<file path="config.mk">
export PLATFORM = sky130hd
export DESIGN_NAME = ctbank_csr
export DESIGN_NICKNAME = d
export VERILOG_FILES = /design/src/rtl/ctb_pkg.sv /design/src/rtl/ctb_sync.sv /design/src/rtl/ctb_status.sv /design/src/rtl/ctb_regfile.sv /design/src/rtl/ctbank_csr.sv
export SDC_FILE = /design/constraint.sdc
export NUM_CORES = 1
export LEC_CHECK = 0
export CAP_MARGIN = 20
export CORE_ASPECT_RATIO = 1.25
export CORE_MARGIN = 3
export CORE_UTILIZATION = 50
export CTS_CLUSTER_SIZE = 28
export DETAILED_ROUTE_END_ITERATION = 16
export DONT_BUFFER_PORTS = 1
export PLACE_DENSITY = 0.68
export SLEW_MARGIN = 40
export SYNTH_ARGS = -nofsm -noshare
export SYNTH_HDL_FRONTEND = slang
export SYNTH_SLANG_ARGS = --single-unit
</file>
<file path="constraint.sdc">
create_clock -name clk -period 1.9 [get_ports clk]
set_input_delay 0.38 -clock clk [delete_from_list [all_inputs] [get_ports clk]]
set_output_delay 0.38 -clock clk [all_outputs]
set_load 0.05 [all_outputs]
</file>
<file path="src/rtl/ctb_pkg.sv">
// Package: shared address map for the counter bank register block.
// Assumes a 4-bit register address; unlisted addresses read as zero.
package ctb_pkg;

    localparam int CTB_AW = 4;

    typedef enum logic [CTB_AW-1:0] {
        CTB_STAT    = 4'h0,
        CTB_IEN     = 4'h1,
        CTB_POL     = 4'h2,
        CTB_GOVR    = 4'h3,
        CTB_DOVR    = 4'h4,
        CTB_OUTPIN  = 4'h5,
        CTB_CLKPIN  = 4'h6,
        CTB_GATEPIN = 4'h7,
        CTB_DIRPIN  = 4'h8
    } ctb_addr_e;

endpackage

</file>
<file path="src/rtl/ctb_sync.sv">
// Module: ctb_sync
// Multi-stage flip-flop synchronizer for a vector of slow pin levels.
// Assumes each bit is independent (no multi-bit coherence is needed).
module ctb_sync #(
    parameter int W      = 8,
    parameter int STAGES = 2
) (
    input  logic         clk,
    input  logic         rst_n,
    input  logic [W-1:0] d,
    output logic [W-1:0] q
);

    logic [W-1:0] stg [STAGES];

    for (genvar g = 0; g < STAGES; g++) begin : g_stage
        if (g == 0) begin : g_first
            // Capture the raw pin level into the first stage.
            always_ff @(posedge clk) begin
                if (!rst_n) stg[0] <= '0;
                else        stg[0] <= d;
            end
        end else begin : g_next
            // Shift the level one stage further along the chain.
            always_ff @(posedge clk) begin
                if (!rst_n) stg[g] <= '0;
                else        stg[g] <= stg[g-1];
            end
        end
    end

    assign q = stg[STAGES-1];

endmodule

</file>
<file path="src/rtl/ctb_status.sv">
// Module: ctb_status
// One sticky status flop per channel: a set strobe makes it 1, a clear
// request makes it 0. When both arrive together the set takes priority.
// Assumes set and clear are synchronous to clk.
module ctb_status #(
    parameter int N = 8
) (
    input  logic         clk,
    input  logic         rst_n,
    input  logic [N-1:0] set_i,
    input  logic [N-1:0] clr_i,
    output logic [N-1:0] stat_o
);

    for (genvar g = 0; g < N; g++) begin : g_ch
        logic bit_q;

        // Keep the channel's pending-event flag, with set over clear.
        always_ff @(posedge clk) begin
            if (!rst_n)          bit_q <= 1'b0;
            else if (set_i[g])   bit_q <= 1'b1;
            else if (clr_i[g])   bit_q <= 1'b0;
        end

        assign stat_o[g] = bit_q;
    end

endmodule

</file>
<file path="src/rtl/ctb_regfile.sv">
// Module: ctb_regfile
// Software-writable control registers (interrupt enable, output polarity,
// gate and direction overrides) and the read-data multiplexer.
// Assumes the status register itself is held outside; it is only read here.
module ctb_regfile
    import ctb_pkg::*;
#(
    parameter int N = 8
) (
    input  logic              clk,
    input  logic              rst_n,
    input  logic [CTB_AW-1:0] addr,
    input  logic              wr,
    input  logic [N-1:0]      wdata,
    input  logic [N-1:0]      stat_lvl,
    input  logic [N-1:0]      out_lvl,
    input  logic [N-1:0]      clk_lvl,
    input  logic [N-1:0]      gate_lvl,
    input  logic [N-1:0]      dir_lvl,
    output logic [N-1:0]      rdata,
    output logic [N-1:0]      ien_q,
    output logic [N-1:0]      pol_q,
    output logic [N-1:0]      govr_q,
    output logic [N-1:0]      dovr_q
);

    logic wr_ien, wr_pol, wr_govr, wr_dovr;

    // Decode which writable register the current write targets.
    always_comb begin
        wr_ien  = wr && (addr == CTB_IEN);
        wr_pol  = wr && (addr == CTB_POL);
        wr_govr = wr && (addr == CTB_GOVR);
        wr_dovr = wr && (addr == CTB_DOVR);
    end

    // Interrupt-enable register.
    always_ff @(posedge clk) begin
        if (!rst_n)      ien_q <= '0;
        else if (wr_ien) ien_q <= wdata;
    end

    // Output polarity register (write-only from software).
    always_ff @(posedge clk) begin
        if (!rst_n)      pol_q <= '0;
        else if (wr_pol) pol_q <= wdata;
    end

    // Gate override register.
    always_ff @(posedge clk) begin
        if (!rst_n)       govr_q <= '0;
        else if (wr_govr) govr_q <= wdata;
    end

    // Direction override register.
    always_ff @(posedge clk) begin
        if (!rst_n)       dovr_q <= '0;
        else if (wr_dovr) dovr_q <= wdata;
    end

    // Select read data by address; polarity and unmapped addresses give 0.
    always_comb begin
        case (addr)
            CTB_STAT:    rdata = stat_lvl;
            CTB_IEN:     rdata = ien_q;
            CTB_GOVR:    rdata = govr_q;
            CTB_DOVR:    rdata = dovr_q;
            CTB_OUTPIN:  rdata = out_lvl;
            CTB_CLKPIN:  rdata = clk_lvl;
            CTB_GATEPIN: rdata = gate_lvl;
            CTB_DIRPIN:  rdata = dir_lvl;
            default:     rdata = '0;
        endcase
    end

endmodule

</file>
<file path="src/rtl/ctbank_csr.sv">
// Module: ctbank_csr
// Control and status registers for a bank of counter/timer channels:
// sticky write-1-to-clear status, polarity-controlled output pins,
// a combined interrupt, gate/direction overrides and pin-level views.
// Assumes event strobes are one clk cycle wide and synchronous to clk;
// clock, gate and direction pins may be asynchronous and are synchronized.
module ctbank_csr
    import ctb_pkg::*;
#(
    parameter int NCH         = 8,
    parameter int SYNC_STAGES = 2
) (
    input  logic              clk,
    input  logic              rst_n,
    input  logic [CTB_AW-1:0] host_addr,
    input  logic              host_wr,
    input  logic [NCH-1:0]    host_wdata,
    output logic [NCH-1:0]    host_rdata,
    input  logic [NCH-1:0]    evt_strobe,
    input  logic [NCH-1:0]    pin_clk_in,
    input  logic [NCH-1:0]    pin_gate_in,
    input  logic [NCH-1:0]    pin_dir_in,
    output logic [NCH-1:0]    ch_out,
    output logic [NCH-1:0]    gate_eff,
    output logic [NCH-1:0]    dir_eff,
    output logic              irq
);

    localparam int SYNC_W = 3 * NCH;

    logic [NCH-1:0]    status_q;
    logic [NCH-1:0]    stat_clr;
    logic [NCH-1:0]    ien_q, pol_q, govr_q, dovr_q;
    logic [NCH-1:0]    clk_s, gate_s, dir_s;
    logic [SYNC_W-1:0] sync_q;

    // Form the per-channel clear request from a write to the status address.
    always_comb begin
        stat_clr = (host_wr && (host_addr == CTB_STAT)) ? host_wdata : '0;
    end

    ctb_status #(.N(NCH)) u_status (
        .clk    (clk),
        .rst_n  (rst_n),
        .set_i  (evt_strobe),
        .clr_i  (stat_clr),
        .stat_o (status_q)
    );

    ctb_sync #(.W(SYNC_W), .STAGES(SYNC_STAGES)) u_pin_sync (
        .clk   (clk),
        .rst_n (rst_n),
        .d     ({pin_dir_in, pin_gate_in, pin_clk_in}),
        .q     (sync_q)
    );

    assign clk_s  = sync_q[NCH-1:0];
    assign gate_s = sync_q[2*NCH-1:NCH];
    assign dir_s  = sync_q[3*NCH-1:2*NCH];

    ctb_regfile #(.N(NCH)) u_regs (
        .clk      (clk),
        .rst_n    (rst_n),
        .addr     (host_addr),
        .wr       (host_wr),
        .wdata    (host_wdata),
        .stat_lvl (status_q),
        .out_lvl  (ch_out),
        .clk_lvl  (clk_s),
        .gate_lvl (gate_s),
        .dir_lvl  (dir_s),
        .rdata    (host_rdata),
        .ien_q    (ien_q),
        .pol_q    (pol_q),
        .govr_q   (govr_q),
        .dovr_q   (dovr_q)
    );

    // Drive output pins, effective gate/direction and the interrupt.
    always_comb begin
        ch_out   = status_q ^ ~pol_q;
        gate_eff = gate_s | govr_q;
        dir_eff  = dir_s | dovr_q;
        irq      = |(status_q & ien_q);
    end

endmodule

</file>
==> key figures, run 1 <==
Synth
  • Synth warn: 0
  • Most common cell in the netlist: dfxtp_1
  • Synth Net Count: 459
  • Largest family of logic cells by synthesized area: simple AND/OR/NAND/NOR gates
  • Mux cell area share after synthesis: 3.21%
  • Post-synthesis xor/xnor area fraction: 1.87%
  • Cells after synthesis: 412
  • Number of flops mapped to enable cells by yosys: 0
  • Synth Area in Compound Gates: 16.0%
  • Most instantiated cells after synthesis: dfxtp_1 (88), and2_1 (49), a21oi_1 (44)
  • #FFs+latches synth: 88
  • Post-Synth Adder-Cell Area: 0%
  • Synth Area in Simple Gates: 26.9%
  • Main area contributors after synthesis: dfxtp_1 (47%), and2_1 (8.2%), a21oi_1 (5.9%), nand3b_1 (4.6%), nand3_1 (4.4%)
  • Syn Std Cell Area: 3740 um2
  • Most used DFF post-synth: dfxtp_1
  • Post-synth top area cell: dfxtp_1
  • FFs w/ async S/R, synth: 0%
  • Syn avg cell area: 9.07 um2
  • Post-synthesis sequential area ratio: 47.1%
  • Area share of the largest cell type after synthesis: 47.1%
  • Synth cell types: 40

GRT
  • Vias in the first global route: 2816
  • First-pass GRT wire length: 15400 um
  • GRT Util Overall: 23.7%
  • Pin count of the biggest net entering global routing: 58
  • Initial antenna violation count: 0
  • GR Overflow Total: 0

CTS
  • Worst-skew pair later-pin latency: 360 ps
  • CTS Buffer Depth: 2
  • CTS Root Cell: clkbuf_8
  • Clk slew on worst S/H paths: 90 ps
  • Total CTS buffers: 9
  • Clock Sinks: 88
  • Post-CTS Hold Fix Bufs: 0
  • CTS tree: done
  • H-tree depth: 3
  • Postcts setup bufs: 0

STA
  • Least-Margin Pin Slew: 706 ps
  • Max-slew headroom: 52.9%
  • Fin. Hold Viols: 0
  • Final setup skew: 7.80 ps
  • Setup violations, final: 6
  • Max-slew violation count: 0
  • RSZ-0062 raised after global routing: true
  • Min Clock Period, post-route: 2020 ps
  • Maximum clock rate: 496 MHz
  • PnR worst setup slack: -116 ps
  • Crit share post-route: 106%
  • Setup Total Neg Slack: -445 ps

Die
  • Chip Height: 103 um
  • Core box area: 7100 um2
  • Starting Density: 52.6%
  • # rows: 34
  • Io pins: 80
  • DIE WIDTH: 83.3 um
  • Die Area: 8550 um2

Hold path
  • Hold endpoint: u_pin_sync.stg[1][21]
  • Hold/Removal Path Class: input pin to register
  • Min-delay src: rst_n
  • Hold Path Stages: 1

Critical path
  • Critical path cell sequence: xnor2_2 > a22o_1 > or4_4
  • Critical path data required time: 1520 ps
  • CP endpoint kind: primary output
  • Worst R2R Start: u_status.g_ch[6].bit_q
  • Bufs and invs on worst path: 0
  • CP max-delay cell: or4_4
  • Levels on crit path: 3
  • Reg-to-reg endpoint: u_status.g_ch[6].bit_q
  • R2R setup slack: 1050 ps
  • Worst R2R Path Depth: 4
  • Top delay family on crit path: simple AND/OR/NAND/NOR gates
  • Crit-path max cell delay: 530 ps
  • Crit path kind: register to primary output
  • Crit path launch type: register
  • Worst-path fanout max: 4
  • WP data arrival: 1640 ps

Power
  • Design Power: 0.00366 W
  • Leak Pwr: 1.55 nW
  • Max VDD drop: 0.534 mV
  • PwrDens: 876 nW/um2

Drt
  • Met2 wire length: 4830 um
  • Drt wl/cell: 19.5 um
  • Uppermost layer routed: met4
  • Routed wl met3: 612 um
  • Final WL: 9800 um
  • Initial DRC Count: 269
  • Vias per cell: 5.79
  • Antenna-violating nets left: 0
  • DRC Markers: 0
  • 1st-pass router iterations: 5
  • Met1 Routed Length: 4150 um
  • DR vias: 2919

Layout
  • Share of cells above drive strength 1: 19.6%
  • Fillers: 641
  • Final core occ: 58.8%
  • NumNets Final: 456
  • Area Growth Syn to Fin: 11.8%
  • Ant diodes: 0

Job
  • MaxCap Viol Count: 0

Status
  • Failing checks: negative setup slack
  • Status: finished with violations

Placed design
  • IO Port Bufs: 0
  • GP Congestion: 0.913
  • Hpwl dp: 7110 um
[timing repair]
item,CTS,global route
pin swaps,4,1
endpoints found under the hold margin,0,0
resized for setup,8,8
setup endpoints to repair,8,8
[cells in the final DEF, fill, tap and decap left out, types with 9 or more instances in the layout]
cell type	instances
a21oi_1	43
and2_1	49
buf_4	17
clkbuf_8	9
dfxtp_1	77
dfxtp_2	10
inv_1	10
mux2i_1	11
nand3_1	33
nand3b_1	23
nor2_1	9
o21ai_1	32
or2_2	16
[how the worst max path moves through the flow]
stage                                      start             to
final                     u_status.g_ch[5].bit_q  host_rdata[5]
after global routing      u_status.g_ch[5].bit_q  host_rdata[5]
after CTS                 u_status.g_ch[5].bit_q  host_rdata[5]
after detailed placement            host_addr[1]  host_rdata[6]
after global placement              host_addr[1]  host_rdata[2]
after floorplan                     host_addr[0]  host_rdata[6]
[cells by family (layout without fill, tap and decap cells)]
logic type | after synthesis | in the layout
buffers and inverters | 42 | 44
DFF | 88 | 88
xor gates and xnor gates | 8 | 8
muxes | 12 | 12
AOI/OAI and AO/OA | 105 | 105
and+or+nand+nor | 157 | 157
[area by class of cell]
cell class	instances	area, um2	share of cell area (%)
Sequential cell	88	1780	42.6
Clock inverter	7	72.6	1.74
Tap cell	90	113	2.70
Clock buffer	9	124	2.97
Timing Repair Buffer	18	148	3.54
Inverter	10	37.5	0.899
Multi-Input combinational cell	282	1900	45.6
[flip-flops by register name, summed over array words and instances (netlist names)]
register	cells
u_regs.pol_q	8
u_regs.ien_q	8
u_status.g_ch.bit_q	8
u_regs.govr_q	8
u_pin_sync.stg	48
u_regs.dovr_q	8
[where the power goes]
part | total, W | switching [W] | leakage (nW) | internal (W)
clock | 0.00127 | 0.000661 | 0.0952 | 0.000606
sequential | 0.00196 | 0.0000479 | 0.726 | 0.00191
combinational | 0.000427 | 0.000273 | 0.731 | 0.000154
[stage by stage]
step | hold WS [ps] | cell area, um2 | instances | worst slack [ps]
2_1_floorplan | 406 | 3840 | 412 | -58.6
3_3_place_gp | 415 | 3940 | 488 | 110
3_5_place_dp | 418 | 3940 | 488 | 111
4_1_cts | 119 | 4150 | 504 | -131
5_1_grt | 119 | 4180 | 504 | -156
6_report | 135 | 4180 | 504 | -116
[per-layer routing]
layer	track usage (%)	up-vias
met5	0	-
met4	8.93	0
met3	5.92	15
met2	40.1	98
met1	29.5	1377
li1	-	1429
(Power assumes the default switching activity.)
==> inputs of run 2 (changes only) <==
Settings changed: CELL_PAD_IN_SITES_DETAIL_PLACEMENT set to 2, CELL_PAD_IN_SITES_GLOBAL_PLACEMENT set to 2, CORE_UTILIZATION 50 to 34, PLACE_DENSITY 0.68 to unset, PLACE_DENSITY_LB_ADDON set to 0.1.
==> run 2 against run 1 <==
  * The run still ends with negative setup slack left
  * Sequential power is essentially flat
  * Worst setup slack got worse by 30 ps
  * Critical path depth did not move
  * Final area is 5.6% higher
  * Critical endpoint unchanged
  * Register-to-register slack better by 80 ps
  * Sequential share of layout area fell by 2.1 points
  * Global-route usage shrank 3.0 points
  * Clock power is 49% higher
  * First-iteration DRC count decreased by 74%
  * Utilization decreased by 17 points
==> key figures, run 2 (synthesis gave the netlist of run 1 again) <==
Hold path
  • Min-delay src: evt_strobe[3] (was rst_n)
  • Hold/Removal Path Class: input pin to register (unchanged)
  • Hold endpoint: u_status.g_ch[3].bit_q (was u_pin_sync.stg[1][21])
  • Hold Path Stages: 1 (unchanged)

Critical path
  • Worst R2R Path Depth: 3 (was 4)
  • Crit path kind: register to primary output (unchanged)
  • R2R setup slack: 1130 ps (was 1050 ps)
  • Crit path launch type: register (unchanged)
  • Critical path data required time: 1520 ps (about the same)
  • WP data arrival: 1670 ps (was 1640 ps)
  • Worst-path fanout max: 4 (unchanged)
  • Worst R2R Start: u_status.g_ch[5].bit_q (was u_status.g_ch[6].bit_q)
  • CP endpoint kind: primary output (unchanged)
  • Reg-to-reg endpoint: u_status.g_ch[5].bit_q (was u_status.g_ch[6].bit_q)

Die
  • DIE WIDTH: 99.8 um (was 83.3 um)
  • Die Area: 12300 um2 (was 8550 um2)
  • Chip Height: 123 um (was 103 um)
  • Io pins: 80 (unchanged)
  • Starting Density: 35.0% (was 52.6%)
  • Core box area: 10700 um2 (was 7100 um2)
  • # rows: 42 (was 34)

GRT
  • Initial antenna violation count: 0 (unchanged)
  • Pin count of the biggest net entering global routing: 58 (unchanged)
  • First-pass GRT wire length: 19000 um (was 15400 um)
  • GR Overflow Total: 0 (unchanged)
  • Vias in the first global route: 3272 (was 2816)
  • GRT Util Overall: 20.7% (was 23.7%)

Placed design
  • Area post-placement: 4010 um2 (was 3940 um2)
  • Hpwl dp: 8640 um (was 7110 um)
  • GP Congestion: 0.791 (was 0.913)
  • IO Port Bufs: 0 (unchanged)

Job
  • MaxCap Viol Count: 0 (unchanged)

Layout
  • Fillers: 1143 (was 641)
  • Largest Register: u_pin_sync.stg (unchanged)
  • Commonest non-fill, non-tap cells in the layout: dfxtp_1 (75), and2_1 (49), a21oi_1 (42) (was dfxtp_1 (77), and2_1 (49), a21oi_1 (43))
  • NumNets Final: 458 (was 456)
  • Commonest non-fill, non-tap cell in the layout: dfxtp_1 (unchanged)
  • Share of cells above drive strength 1: 20.7% (was 19.6%)
  • Largest register FFs: 48 (unchanged)
  • Ant diodes: 0 (unchanged)
  • Fin area: 4410 um2 (was 4180 um2)
  • Area Growth Syn to Fin: 18.0% (was 11.8%)

Drt
  • DRC Markers: 0 (unchanged)
  • DR vias: 3011 (was 2919)
  • Drt wl/cell: 22.0 um (was 19.5 um)
  • Vias per cell: 5.50 (was 5.79)
  • Antenna-violating nets left: 0 (unchanged)
  • Final WL: 12000 um (was 9800 um)
  • Initial DRC Count: 71 (was 269)
  • 1st-pass router iterations: 4 (was 5)

STA
  • PnR worst setup slack: -146 ps (was -116 ps)
  • Setup Total Neg Slack: -597 ps (was -445 ps)
  • Max-slew violation count: 0 (unchanged)
  • Maximum clock rate: 489 MHz (was 496 MHz)
  • Max-slew headroom: 59.3% (was 52.9%)
  • Crit share post-route: 108% (was 106%)
  • Final setup skew: 2.00 ps (was 7.80 ps)
  • Setup violations, final: 6 (unchanged)
  • Least-Margin Pin Slew: 609 ps (was 706 ps)
  • Fin. Hold Viols: 0 (unchanged)
  • RSZ-0062 raised after global routing: true (unchanged)
  • Min Clock Period, post-route: 2050 ps (was 2020 ps)

CTS
  • CTS tree: done (unchanged)
  • CTS Root Cell: clkbuf_16 (was clkbuf_8)
  • Clk slew on worst S/H paths: 70 ps (was 90 ps)
  • Worst-skew pair later-pin latency: 330 ps (was 360 ps)
  • Clock Sinks: 88 (unchanged)
  • H-tree depth: 3 (unchanged)
  • Total CTS buffers: 9 (unchanged)
  • Post-CTS Hold Fix Bufs: 0 (unchanged)
  • CTS Buffer Depth: 2 (unchanged)

Status
  • Failing checks: negative setup slack (unchanged)
  • Status: finished with violations (unchanged)

Power
  • Max VDD drop: 0.412 mV (was 0.534 mV)
  • Design Power: 0.00431 W (was 0.00366 W)
  • PwrDens: 976 nW/um2 (was 876 nW/um2)
  • Leak Pwr: 1.62 nW (was 1.55 nW)
[run 2: how the worst max path moves through the flow]
stage,from,end,slack (ps),depth (start not counted)
after floorplan,host_addr[0],host_rdata[6],-60,6
after global placement,host_addr[2],host_rdata[6],110,4
after detailed placement,host_addr[2],host_rdata[6],90,4
after CTS,u_status.g_ch[5].bit_q,host_rdata[5],-140,3
after global routing,u_status.g_ch[5].bit_q,host_rdata[5],-180,3
final,u_status.g_ch[5].bit_q,host_rdata[5],-150,3
[run 2: routing by layer]
metal / vias to the layer above / global-route usage, % / part of all wire (%)
met5: - / 0 / 0
met4: 0 / 7.43 / 1.8
met3: 11 / 4.51 / 5.0
met2: 65 / 34.9 / 52
met1: 1501 / 25.9 / 42
li1: 1434 / - / -
[run 2: area by class of cell]
class / count / area [um2] / share of cell area (%)
Timing Repair Buffer: 20 / 175 / 3.97
Clock buffer: 10 / 239 / 5.42
Clock inverter: 5 / 81.3 / 1.84
Sequential cell: 88 / 1780 / 40.4
Tap cell: 132 / 165 / 3.74
Multi-Input combinational cell: 282 / 1930 / 43.7
Inverter: 10 / 37.5 / 0.851
[run 2: critical path: stages (launching register included)]
cell     delay, ps
dfxtp_4        370
xnor2_4        170
a22o_1         250
or4_4          540
[run 2: metrics by stage]
stage               std cells  setup slack [ps]  utilization [%]  hold slack, ps
floorplan                 412             -58.6                -             406
detailed placement        531              91.1             37.6             422
finish                    547              -146             41.3             162
CTS                       547              -144             41.0             149
global placement          531               109             37.6             415
global route              547              -180             41.3             146
[run 2: what timing repair did]
| action | in CTS | in global routing |
|---|---|---|
| pin swaps | 7 | 2 |
| endpoints found under the setup margin | 7 | 8 |
| resized for setup | 15 | 8 |
| hold endpoints to repair | 0 | 0 |
| buffers inserted | 1 | 0 |
[run 2: power by group]
group / switching (W) / internal (W) / total [W]
logic: 0.000291 / 0.000162 / 0.000453
clock network: 0.000711 / 0.00118 / 0.00189
registers: 0.0000471 / 0.00192 / 0.00196
==> inputs of run 3 (changes only) <==
Settings changed: MAX_ROUTING_LAYER set to met4.
==> run 3 against run 2 <==
  * The run still ends with negative setup slack left
  * Via count down 0.30%
  * Utilization unchanged
  * Final area unchanged
  * Non-clock buffer count unchanged
  * Largest power group unchanged
==> key figures, run 3 (synthesis gave the netlist of run 1 again) <==
STA
  • Min Clock Period, post-route: 2040 ps (was 2050 ps)
  • RSZ-0062 raised after global routing: true (unchanged)
  • PnR worst setup slack: -136 ps (was -146 ps)
  • Final setup skew: 2.19 ps (was 2.00 ps)
  • Least-Margin Pin Slew: 623 ps (was 609 ps)
  • Setup Total Neg Slack: -567 ps (was -597 ps)
  • Crit share post-route: 107% (was 108%)
  • Max-slew headroom: 58.4% (was 59.3%)
  • Maximum clock rate: 491 MHz (was 489 MHz)
  • Max-slew violation count: 0 (unchanged)
  • Setup violations, final: 6 (unchanged)
  • Fin. Hold Viols: 0 (unchanged)

Power
  • Sw frac: 24.3% (was 24.4%)
  • Leak Pwr: 1.62 nW (unchanged)
  • Design Power: 0.00430 W (was 0.00431 W)
  • Switch Pwr: 0.00105 W (about the same)
  • Seq pwr share: 45.6% (about the same)
  • Clock power share: 43.9% (about the same)
  • Comb power frac: 10.5% (about the same)
  • Max VDD drop: 0.412 mV (about the same)
  • PwrDens: 976 nW/um2 (about the same)
  • Int Power: 0.00326 W (about the same)

Layout
  • NumNets Final: 458 (unchanged)
  • FF+latch area: 1780 um2 (unchanged)
  • Commonest non-fill, non-tap cell in the layout: dfxtp_1 (unchanged)
  • Fillers: 1143 (unchanged)
  • Largest register FFs: 48 (unchanged)
  • Final core occ: 41.3% (unchanged)
  • Area Growth Syn to Fin: 18.0% (unchanged)
  • Ant diodes: 0 (unchanged)
  • Share of cells above drive strength 1: 20.7% (unchanged)
  • Multi-input gate area: 1930 um2 (unchanged)
  • Commonest non-fill, non-tap cells in the layout: dfxtp_1 (75), and2_1 (49), a21oi_1 (42) (unchanged)
  • Largest Register: u_pin_sync.stg (unchanged)

Drt
  • Initial DRC Count: 99 (was 71)
  • DRC Markers: 0 (unchanged)
  • Drt wl/cell: 22.0 um (about the same)
  • 1st-pass router iterations: 4 (unchanged)
  • Vias per cell: 5.49 (was 5.50)
  • Final WL: 12000 um (about the same)
  • DR vias: 3002 (was 3011)
  • Antenna-violating nets left: 0 (unchanged)

GRT
  • First-pass GRT wire length: 19000 um (about the same)
  • GR Overflow Total: 0 (unchanged)
  • GRT Util Overall: 21.2% (was 20.7%)
  • Vias in the first global route: 3264 (was 3272)
  • Initial antenna violation count: 0 (unchanged)
  • Pin count of the biggest net entering global routing: 58 (unchanged)

Die
  • DIE WIDTH: 99.8 um (unchanged)
  • Die Area: 12300 um2 (unchanged)
  • Chip Height: 123 um (unchanged)
  • # rows: 42 (unchanged)
  • Core box area: 10700 um2 (unchanged)
  • Starting Density: 35.0% (unchanged)
  • Io pins: 80 (unchanged)

CTS
  • CTS tree: done (unchanged)
  • Worst-skew pair later-pin latency: 330 ps (about the same)
  • H-tree depth: 3 (unchanged)
  • CTS Buffer Depth: 2 (unchanged)
  • CTS Root Cell: clkbuf_16 (unchanged)
  • Clk slew on worst S/H paths: 70 ps (about the same)
  • Total CTS buffers: 9 (unchanged)
  • Clock Sinks: 88 (unchanged)

Critical path
  • Critical path origin: u_status.g_ch[5].bit_q (unchanged)
  • Crit path launch type: register (unchanged)
  • Levels on crit path: 3 (unchanged)
  • WP data arrival: 1660 ps (was 1670 ps)
  • CP endpoint kind: primary output (unchanged)
  • Top delay family on crit path: simple AND/OR/NAND/NOR gates (unchanged)
  • Crit path kind: register to primary output (unchanged)
  • Reg-to-reg endpoint: u_status.g_ch[5].bit_q (unchanged)
  • Critical path destination: host_rdata[5] (unchanged)
  • R2R setup slack: 1120 ps (was 1130 ps)
  • Crit-path max cell delay: 540 ps (about the same)
  • Critical path cell sequence: xnor2_4 > a22o_1 > or4_4 (unchanged)
  • Worst R2R Path Depth: 3 (unchanged)
  • CP max-delay cell: or4_4 (unchanged)
  • Worst R2R Start: u_status.g_ch[5].bit_q (unchanged)
  • Critical path data required time: 1520 ps (about the same)
  • Worst-path fanout max: 4 (unchanged)
  • Bufs and invs on worst path: 0 (unchanged)

Placed design
  • GP Congestion: 0.803 (was 0.791)
  • IO Port Bufs: 0 (unchanged)
  • Hpwl dp: 8640 um (unchanged)

Status
  • Failing checks: negative setup slack (unchanged)
  • Status: finished with violations (unchanged)

Job
  • MaxCap Viol Count: 0 (unchanged)

Hold path
  • Min-delay src: evt_strobe[3] (unchanged)
  • Hold/Removal Path Class: input pin to register (unchanged)
-- run 3: cell counts in the layout (fill, tap and decap cells not counted) --
Identical to the previous run, type by type.
-- run 3: worst min path at each step --
stage | slack (ps) | depth (start not counted) | end
final | 160 | 1 | u_status.g_ch[3].bit_q
after global routing | 150 | 1 | u_status.g_ch[3].bit_q
after CTS | 150 | 1 | u_status.g_ch[3].bit_q
after detailed placement | 420 | 1 | u_pin_sync.stg[1][10]
after global placement | 410 | 1 | u_pin_sync.stg[1][11]
after floorplan | 410 | 1 | u_pin_sync.stg[1][20]
-- run 3: stage by stage --
step / cells / worst slack, ps / hold WS [ps] / instance area, um2
CTS: 547 / -144 / 149 / 4380
global placement: 531 / 109 / 415 / 4010
floorplan: 412 / -58.6 / 406 / 3840
detailed placement: 531 / 91.1 / 422 / 4010
finish: 547 / -136 / 163 / 4410
global route: 547 / -178 / 148 / 4410
-- run 3: area by class of cell --
type | count | area share [%]
tap | 132 | 3.74
clock buffer | 10 | 5.42
sequential | 88 | 40.4
inverter | 10 | 0.851
multi-input combinational | 282 | 43.7
clock inverter | 5 | 1.84
timing repair buffer | 20 | 3.97
-- run 3: timing repair --
item	CTS	global route
gates cloned	0	0
hold buffers	0	0
pin swaps	7	2
hold endpoints to repair	0	0
buffers inserted	1	0
resized for setup	15	8
setup endpoints to repair	7	8
-- run 3: power by group through the flow --
| stage | clock network [W] | registers [W] | logic, W |
|---|---|---|---|
| finish | 0.00189 | 0.00196 | 0.000453 |
| global route | 0.00202 | 0.00197 | 0.000482 |
| CTS | 0.00193 | 0.00196 | 0.000453 |
| detailed placement | 0 | 0.00200 | 0.000446 |
| global placement | 0 | 0.00200 | 0.000440 |
| floorplan | 0 | 0.00198 | 0.000392 |
-- run 3: routing by layer --
metal	track usage [%]	routed length, um
met2	34.8	6170
met3	4.12	609
met5	-	0
met1	26.1	5010
met4	7.43	221
